File: src/rtl/trace_ser_pkg.sv
package trace_ser_pkg;
  localparam int BYTE_W     = 8;
  localparam int PINS_MAX   = 4;
  localparam int SIZE_W     = 4;
  localparam int FILL_BYTES = 4;
  localparam int FILL_IDX_W = $clog2(FILL_BYTES);
  localparam int SYNC_W     = FILL_BYTES * BYTE_W;
  localparam int BEAT_W     = $clog2(BYTE_W);

  typedef enum logic [1:0] {
    W_ONE  = 2'd0,
    W_TWO  = 2'd1,
    W_FOUR = 2'd2
  } widthE;

  typedef struct packed {
    logic                  run;
    logic                  load;
    logic                  fill;
    logic [FILL_IDX_W-1:0] fillIdx;
    widthE                 width;
  } strobeT;
endpackage

File: src/rtl/trace_ser_ctrl.sv
module trace_ser_ctrl
  import trace_ser_pkg::*;
#(
  parameter int EN_DELAY = 2
) (
  input  logic              clk,
  input  logic              rstN,
  input  logic              enable,
  input  logic              sizeWr,
  input  logic [SIZE_W-1:0] sizeWrData,
  input  logic              inValid,
  output logic              inReady,
  output logic [SIZE_W-1:0] sizeOut,
  output strobeT            stb
);
  localparam logic [BEAT_W-1:0] LAST_ONE  = BEAT_W'(BYTE_W - 1);
  localparam logic [BEAT_W-1:0] LAST_TWO  = BEAT_W'(BYTE_W / 2 - 1);
  localparam logic [BEAT_W-1:0] LAST_FOUR = BEAT_W'(BYTE_W / 4 - 1);
  localparam logic [FILL_IDX_W-1:0] FILL_LAST = FILL_IDX_W'(FILL_BYTES - 1);

  logic [EN_DELAY-1:0]   enPipe;
  logic                  active;
  logic                  loaded;
  logic [BEAT_W-1:0]     beatCnt;
  logic [BEAT_W-1:0]     lastBeat;
  logic [FILL_IDX_W-1:0] fillIdx;
  logic [SIZE_W-1:0]     sizeReg;
  widthE                 curWidth;
  widthE                 nextWidth;
  logic                  boundary;
  logic                  takeData;
  logic                  fillNow;
  logic                  sizeLegal;

  generate
    if (EN_DELAY == 1) begin : g_delay1
      always_ff @(posedge clk) begin
        if (!rstN) enPipe <= '0;
        else       enPipe <= enable;
      end
    end else begin : g_delayN
      always_ff @(posedge clk) begin
        if (!rstN) enPipe <= '0;
        else       enPipe <= {enPipe[EN_DELAY-2:0], enable};
      end
    end
  endgenerate

  assign active = enPipe[EN_DELAY-1];

  always_comb begin
    sizeLegal = (sizeWrData == SIZE_W'(4'b0001)) ||
                (sizeWrData == SIZE_W'(4'b0010)) ||
                (sizeWrData == SIZE_W'(4'b1000));
    case (sizeReg)
      SIZE_W'(4'b0010): nextWidth = W_TWO;
      SIZE_W'(4'b1000): nextWidth = W_FOUR;
      default:          nextWidth = W_ONE;
    endcase
    case (curWidth)
      W_ONE:   lastBeat = LAST_ONE;
      W_TWO:   lastBeat = LAST_TWO;
      default: lastBeat = LAST_FOUR;
    endcase
  end

  assign boundary = active && (!loaded || (beatCnt == lastBeat));
  assign inReady  = boundary && (fillIdx == '0);
  assign takeData = inReady && inValid;
  assign fillNow  = boundary && !takeData;

  always_ff @(posedge clk) begin
    if (!rstN) begin
      sizeReg <= SIZE_W'(4'b0001);
    end else if (sizeWr && sizeLegal) begin
      sizeReg <= sizeWrData;
    end
  end

  always_ff @(posedge clk) begin
    if (!rstN) begin
      loaded   <= 1'b0;
      beatCnt  <= '0;
      fillIdx  <= '0;
      curWidth <= W_ONE;
    end else if (!active) begin
      loaded  <= 1'b0;
      beatCnt <= '0;
      fillIdx <= '0;
    end else if (boundary) begin
      loaded   <= 1'b1;
      beatCnt  <= '0;
      curWidth <= nextWidth;
      if (fillNow) fillIdx <= (fillIdx == FILL_LAST) ? '0 : fillIdx + 1'b1;
    end else begin
      beatCnt <= beatCnt + 1'b1;
    end
  end

  assign sizeOut     = sizeReg;
  assign stb.run     = active;
  assign stb.load    = boundary;
  assign stb.fill    = fillNow;
  assign stb.fillIdx = fillIdx;
  assign stb.width   = nextWidth;

  AST_SIZE_IGNORED: assert property (@(posedge clk) disable iff (!rstN)
    (sizeWr && !sizeLegal) |=> $stable(sizeReg));
  AST_SIZE_ONEHOT: assert property (@(posedge clk) disable iff (!rstN)
    ($countones(sizeReg) == 1) && !sizeReg[2]);
  AST_NO_READY_MIDWORD: assert property (@(posedge clk) disable iff (!rstN)
    (fillIdx != '0) |-> !inReady);
  AST_READY_NEEDS_RUN: assert property (@(posedge clk) disable iff (!rstN)
    inReady |-> $past(enPipe[0]));
endmodule

File: src/rtl/trace_ser_dp.sv
module trace_ser_dp
  import trace_ser_pkg::*;
#(
  parameter logic [SYNC_W-1:0] SYNC_WORD = 32'h7FFF_FFFF
) (
  input  logic                clk,
  input  logic                rstN,
  input  strobeT              stb,
  input  logic [BYTE_W-1:0]   inData,
  output logic                traceClk,
  output logic [PINS_MAX-1:0] traceData
);
  logic [BYTE_W-1:0] shReg;
  logic [BYTE_W-1:0] fillByte;
  logic [BYTE_W-1:0] shNext;
  widthE             widthQ;
  logic              clkQ;

  assign fillByte = SYNC_WORD[stb.fillIdx*BYTE_W +: BYTE_W];

  always_comb begin
    case (widthQ)
      W_ONE:   shNext = shReg >> 1;
      W_TWO:   shNext = shReg >> 2;
      default: shNext = shReg >> 4;
    endcase
  end

  always_ff @(posedge clk) begin
    if (!rstN) begin
      shReg  <= '0;
      widthQ <= W_ONE;
      clkQ   <= 1'b0;
    end else if (!stb.run) begin
      shReg <= '0;
      clkQ  <= 1'b0;
    end else begin
      clkQ <= ~clkQ;
      if (stb.load) begin
        shReg  <= stb.fill ? fillByte : inData;
        widthQ <= stb.width;
      end else begin
        shReg <= shNext;
      end
    end
  end

  assign traceClk = clkQ;

  always_comb begin
    traceData = '0;
    case (widthQ)
      W_ONE:   traceData[0]   = shReg[0];
      W_TWO:   traceData[1:0] = shReg[1:0];
      default: traceData[3:0] = shReg[3:0];
    endcase
  end

  AST_IDLE_QUIET: assert property (@(posedge clk) disable iff (!rstN)
    !stb.run |=> (!traceClk && (traceData == '0)));
  AST_CLK_TOGGLES: assert property (@(posedge clk) disable iff (!rstN)
    $past(stb.run) |-> (traceClk != $past(traceClk)));
  AST_WIDTH_AT_BOUNDARY: assert property (@(posedge clk) disable iff (!rstN)
    (widthQ != $past(widthQ)) |-> $past(stb.load));
  AST_PINS_UNUSED: assert property (@(posedge clk) disable iff (!rstN)
    (widthQ == W_ONE) |-> (traceData[3:1] == '0));
endmodule

File: src/rtl/trace_port_serializer.sv
module trace_port_serializer
  import trace_ser_pkg::*;
#(
  parameter int                EN_DELAY  = 2,
  parameter logic [SYNC_W-1:0] SYNC_WORD = 32'h7FFF_FFFF
) (
  input  logic                clk,
  input  logic                rstN,
  input  logic                enable,
  input  logic                sizeWr,
  input  logic [SIZE_W-1:0]   sizeWrData,
  input  logic                inValid,
  input  logic [BYTE_W-1:0]   inData,
  output logic                inReady,
  output logic [SIZE_W-1:0]   sizeOut,
  output logic                traceClk,
  output logic [PINS_MAX-1:0] traceData
);
  strobeT stb;

  trace_ser_ctrl #(.EN_DELAY(EN_DELAY)) u_ctrl (
    .clk        (clk),
    .rstN       (rstN),
    .enable     (enable),
    .sizeWr     (sizeWr),
    .sizeWrData (sizeWrData),
    .inValid    (inValid),
    .inReady    (inReady),
    .sizeOut    (sizeOut),
    .stb        (stb)
  );

  trace_ser_dp #(.SYNC_WORD(SYNC_WORD)) u_dp (
    .clk       (clk),
    .rstN      (rstN),
    .stb       (stb),
    .inData    (inData),
    .traceClk  (traceClk),
    .traceData (traceData)
  );
endmodule

File: config.mk
export PLATFORM = sky130hd
export DESIGN_NAME = trace_port_serializer
export DESIGN_NICKNAME = d
export VERILOG_FILES = /design/src/rtl/trace_ser_pkg.sv /design/src/rtl/trace_ser_ctrl.sv /design/src/rtl/trace_ser_dp.sv /design/src/rtl/trace_port_serializer.sv
export SDC_FILE = /design/constraint.sdc
export NUM_CORES = 1
export LEC_CHECK = 0
export ABC_AREA = 1
export BUFFER_PORTS_ARGS = -buffer_cell sky130_fd_sc_hd__buf_2
export CORE_MARGIN = 8
export CORE_UTILIZATION = 47
export DETAILED_ROUTE_END_ITERATION = 8
export PLACE_DENSITY = 0.78
export SYNTH_ARGS = -nofsm -noshare
export SYNTH_HDL_FRONTEND = slang
export SYNTH_SLANG_ARGS = --single-unit
File: constraint.sdc
create_clock -name clk -period 1.4 [get_ports clk]
set_input_delay 0.28 -clock clk [delete_from_list [all_inputs] [get_ports clk]]
set_output_delay 0.28 -clock clk [all_outputs]
set_load 0.05 [all_outputs]
==> key figures <==
Logic synthesis
  – Sequential-to-total area share from yosys stat: 0.3927
  – Async SR Flop Fraction: 0
  – Post-synthesis cell area: between 1000 and 1500 um^2
  – Synth Flop Type: dfxtp_1
  – Unique masters post-synth: 25
  – Syn_nets: 190
  – Synth top area cells: dfxtp_1 (39%), nand2_1 (16%), nor2_1 (9.9%)
  – Post-synth EDFFs: 0
  – Syn Inst Count: 170
  – FF+latch count, synth: 23
  – Most used standard cell by instance count after synthesis: nand2_1
  – Synth top area share: 0.3927
  – Area leader, netlist: dfxtp_1
  – Post-synth top cells: nand2_1 (50), nor2_1 (31), dfxtp_1 (23)
  – Mean area per synthesized cell: about 6.9 um^2
  – Synthesis Warnings: 0

Finish
  – Fillers: 211
  – Synth-to-layout area growth: 24.44%
  – Nets: roughly 230
  – Finished Layout Cells: approximately 240
  – Layout cell share with drive strength beyond 1: 0.2878
  – Antenna cells: 0

STA
  – Slew @ Worst Pin: ~0.34 ns
  – Max Slew Vio Count: 0
  – Max-slew headroom: 0.7721
  – Clock skew: 0.008984 ns
  – Fin crit share: 1.180
  – RSZ-0062 raised after global routing: true
  – FMAX: just over 600 MHz
  – Final Critical Period: ~1.7 ns
  – Final WS setup: -0.2520 ns
  – Fin. Hold Viols: 0
  – Setup Viol. Count Final: 2
  – Fin Hold WS: ~0.15 ns

Floorplanning
  – FP Rows: 18
  – Core area: ~2400 um^2
  – Die Wd: 65.95 um
  – Initial Util: 0.4865
  – Die Footprint: around 4300 um^2
  – Die H: approximately 66 um
  – IO Pins: 27

Power and ir drop
  – Pwr Density: 801.0 nW/um^2
  – Peak VDD IR: about 0.60 mV
  – Cell leakage power: 0.6863 nW

CTS
  – Max Root-Sink Buffers: 2
  – Root Buffer: clkbuf_4
  – Hold_buf cts: 0
  – Depth of the CTS H-tree: 1
  – TritonCTS Buffers: 3
  – Clock transition at path regs: 0.13 ns
  – Skew-Pair Late Insertion Delay: ~0.31 ns
  – CTS tree: built
  – CTS sink cnt: 23

Setup path
  – Worst path arrival time: about 1.4 ns
  – Startpoint types: flip-flop
  – Largest fanout on the critical path: 4
  – Critical Path Sink: inReady
  – Worst setup path startpoint: u_ctrl.curWidth[1]
  – Crit path kind: reg2out
  – Reg-to-Reg Start: u_ctrl.curWidth[1]
  – Reg2reg setup slack: about 0.07 ns
  – Crit. End Element: primary output
  – Worst Path Required: roughly 1.1 ns
  – Worst reg2reg path depth: 11
  – Critical R2R Capture: u_dp.shReg[6]

Placed design
  – DPL Wire Length: between 1500 and 2000 um
  – Placed cells: approximately 230
  – # port buffers: 26
  – Gpl congestion: 0.8171
  – Pre-CTS setup slack: -0.1005 ns

GRT
  – First-pass GRT wire length: about 4100 um
  – Initial antenna violation count: 0
  – Number of global-route vias before repair: around 1100
  – Total grt overflow: 0
  – Gr usage total: 0.1166
  – Largest net degree at the start of global routing: 15

Min path
  – Hold WC Path Type: in2reg

Drt
  – Initial DRC Count: 36
  – DRT Pass-1 Iters: 4
  – Met3 wire length: ~150 um
  – Via count: 1139
  – Vias/cell: approximately 4.8
  – Routed Antenna Nets: 0
  – Drt drc: 0
  – Met2 wire len: about 1200 um
  – Top layer in use: met4
  – Met1 wire length: 1047 um
  – Routed wire length: roughly 2500 um
  – Drt wl/cell: 10.54 um

Run status
  – Status: finished, violations left
  – Failing checks: setup timing

Job
  – Max-cap violations: 0
==> critical path, cell delays in order (launching register included) <==
cell     delay, ns
dfxtp_4       0.39
nand2_1       0.06
nand2_1       0.05
nor2_1        0.10
nand3_2       0.09
nand2_4       0.08
nand2_4       0.05
nor2_4        0.08
buf_6         0.16
==> kinds of logic after synthesis <==
| group | synth area share |
|---|---|
| simple gates | 0.3842 |
| buf+inv | 0.1206 |
| flops | 0.3927 |
| compound gates | 0.06297 |
| fa+ha+maj | 0.03202 |
| xor+xnor | 0.007472 |
==> layout make-up <==
| type | count | area (um^2) | area share |
|---|---|---|---|
| clock buffer | 3 | 22.52 | 0.01544 |
| clock inverter | 1 | 5.005 | 0.003431 |
| inverter | 25 | 108.9 | 0.07461 |
| multi-input combinational | 118 | 590.6 | 0.4048 |
| sequential | 23 | 467.9 | 0.3208 |
| tap | 30 | 37.54 | 0.02573 |
| timing repair buffer | 35 | 226.5 | 0.1552 |
==> sequential cells by signal (all words and copies together), names as in the netlist <==
signal / count
u_dp.shReg: 8
u_ctrl.sizeOut: 4
u_ctrl.beatCnt: 3
u_ctrl.curWidth: 2
u_ctrl.enPipe: 2
u_ctrl.fillIdx: 2
u_ctrl.loaded: 1
u_dp.traceClk: 1
==> how the worst min path moves through the flow <==
stage                          start               end  slack, ns  cells past startpoint
floorplan                     enable  u_ctrl.enPipe[0]       0.38                      2
global placement    u_ctrl.enPipe[0]  u_ctrl.enPipe[1]       0.39                      2
detailed placement     u_dp.traceClk     u_dp.traceClk       0.40                      1
CTS                           enable  u_ctrl.enPipe[0]       0.16                      3
global route                  enable  u_ctrl.enPipe[0]       0.15                      3
finish                        enable  u_ctrl.enPipe[0]       0.15                      3
==> timing repair <==
action / 4_1_cts / 5_1_grt
endpoints found under the setup margin: 14 / 13
resized for setup: 14 / 7
setup buffers: 0 / 2
==> cell usage in the layout (no fill, tap or decap), types with 2 or more instances in the layout <==
cell	n
a21oi_1	4
buf_2	22
buf_4	8
buf_6	5
clkbuf_4	3
dfxtp_1	21
dfxtp_4	2
ha_1	3
inv_1	22
nand2_1	50
nand2_4	2
nand3_1	5
nand4_1	2
nor2_1	27
nor2_2	8
nor2_4	2
o211ai_1	3
o21ai_0	4
==> where the power goes <==
part | internal (mW) | switching [mW]
clock network | 0.107 | 0.197
logic | 0.0751 | 0.107
registers | 0.667 | 0.0149
total | 0.849 | 0.319
==> through the flow <==
stage / utilization / power (mW) / TNS, ns / area, um^2
after CTS: 0.5914 / 1.162 / -0.3101 / 1425
after global routing: 0.6054 / 1.229 / -0.6406 / 1459
final: 0.6054 / 1.169 / -0.2599 / 1459
after global placement: 0.5633 / 0.8612 / -0.2960 / 1358
after floorplan: - / 0.8100 / -0.05191 / 1180
after detailed placement: 0.5633 / 0.8648 / -0.5341 / 1358
==> per-layer routing <==
layer	up-vias	GRT usage
met1	519	0.1232
met5	-	0
met2	30	0.2071
met3	5	0.03559
li1	585	-
met4	0	0.05333
Note: power is estimated with default switching activity, not from simulation.
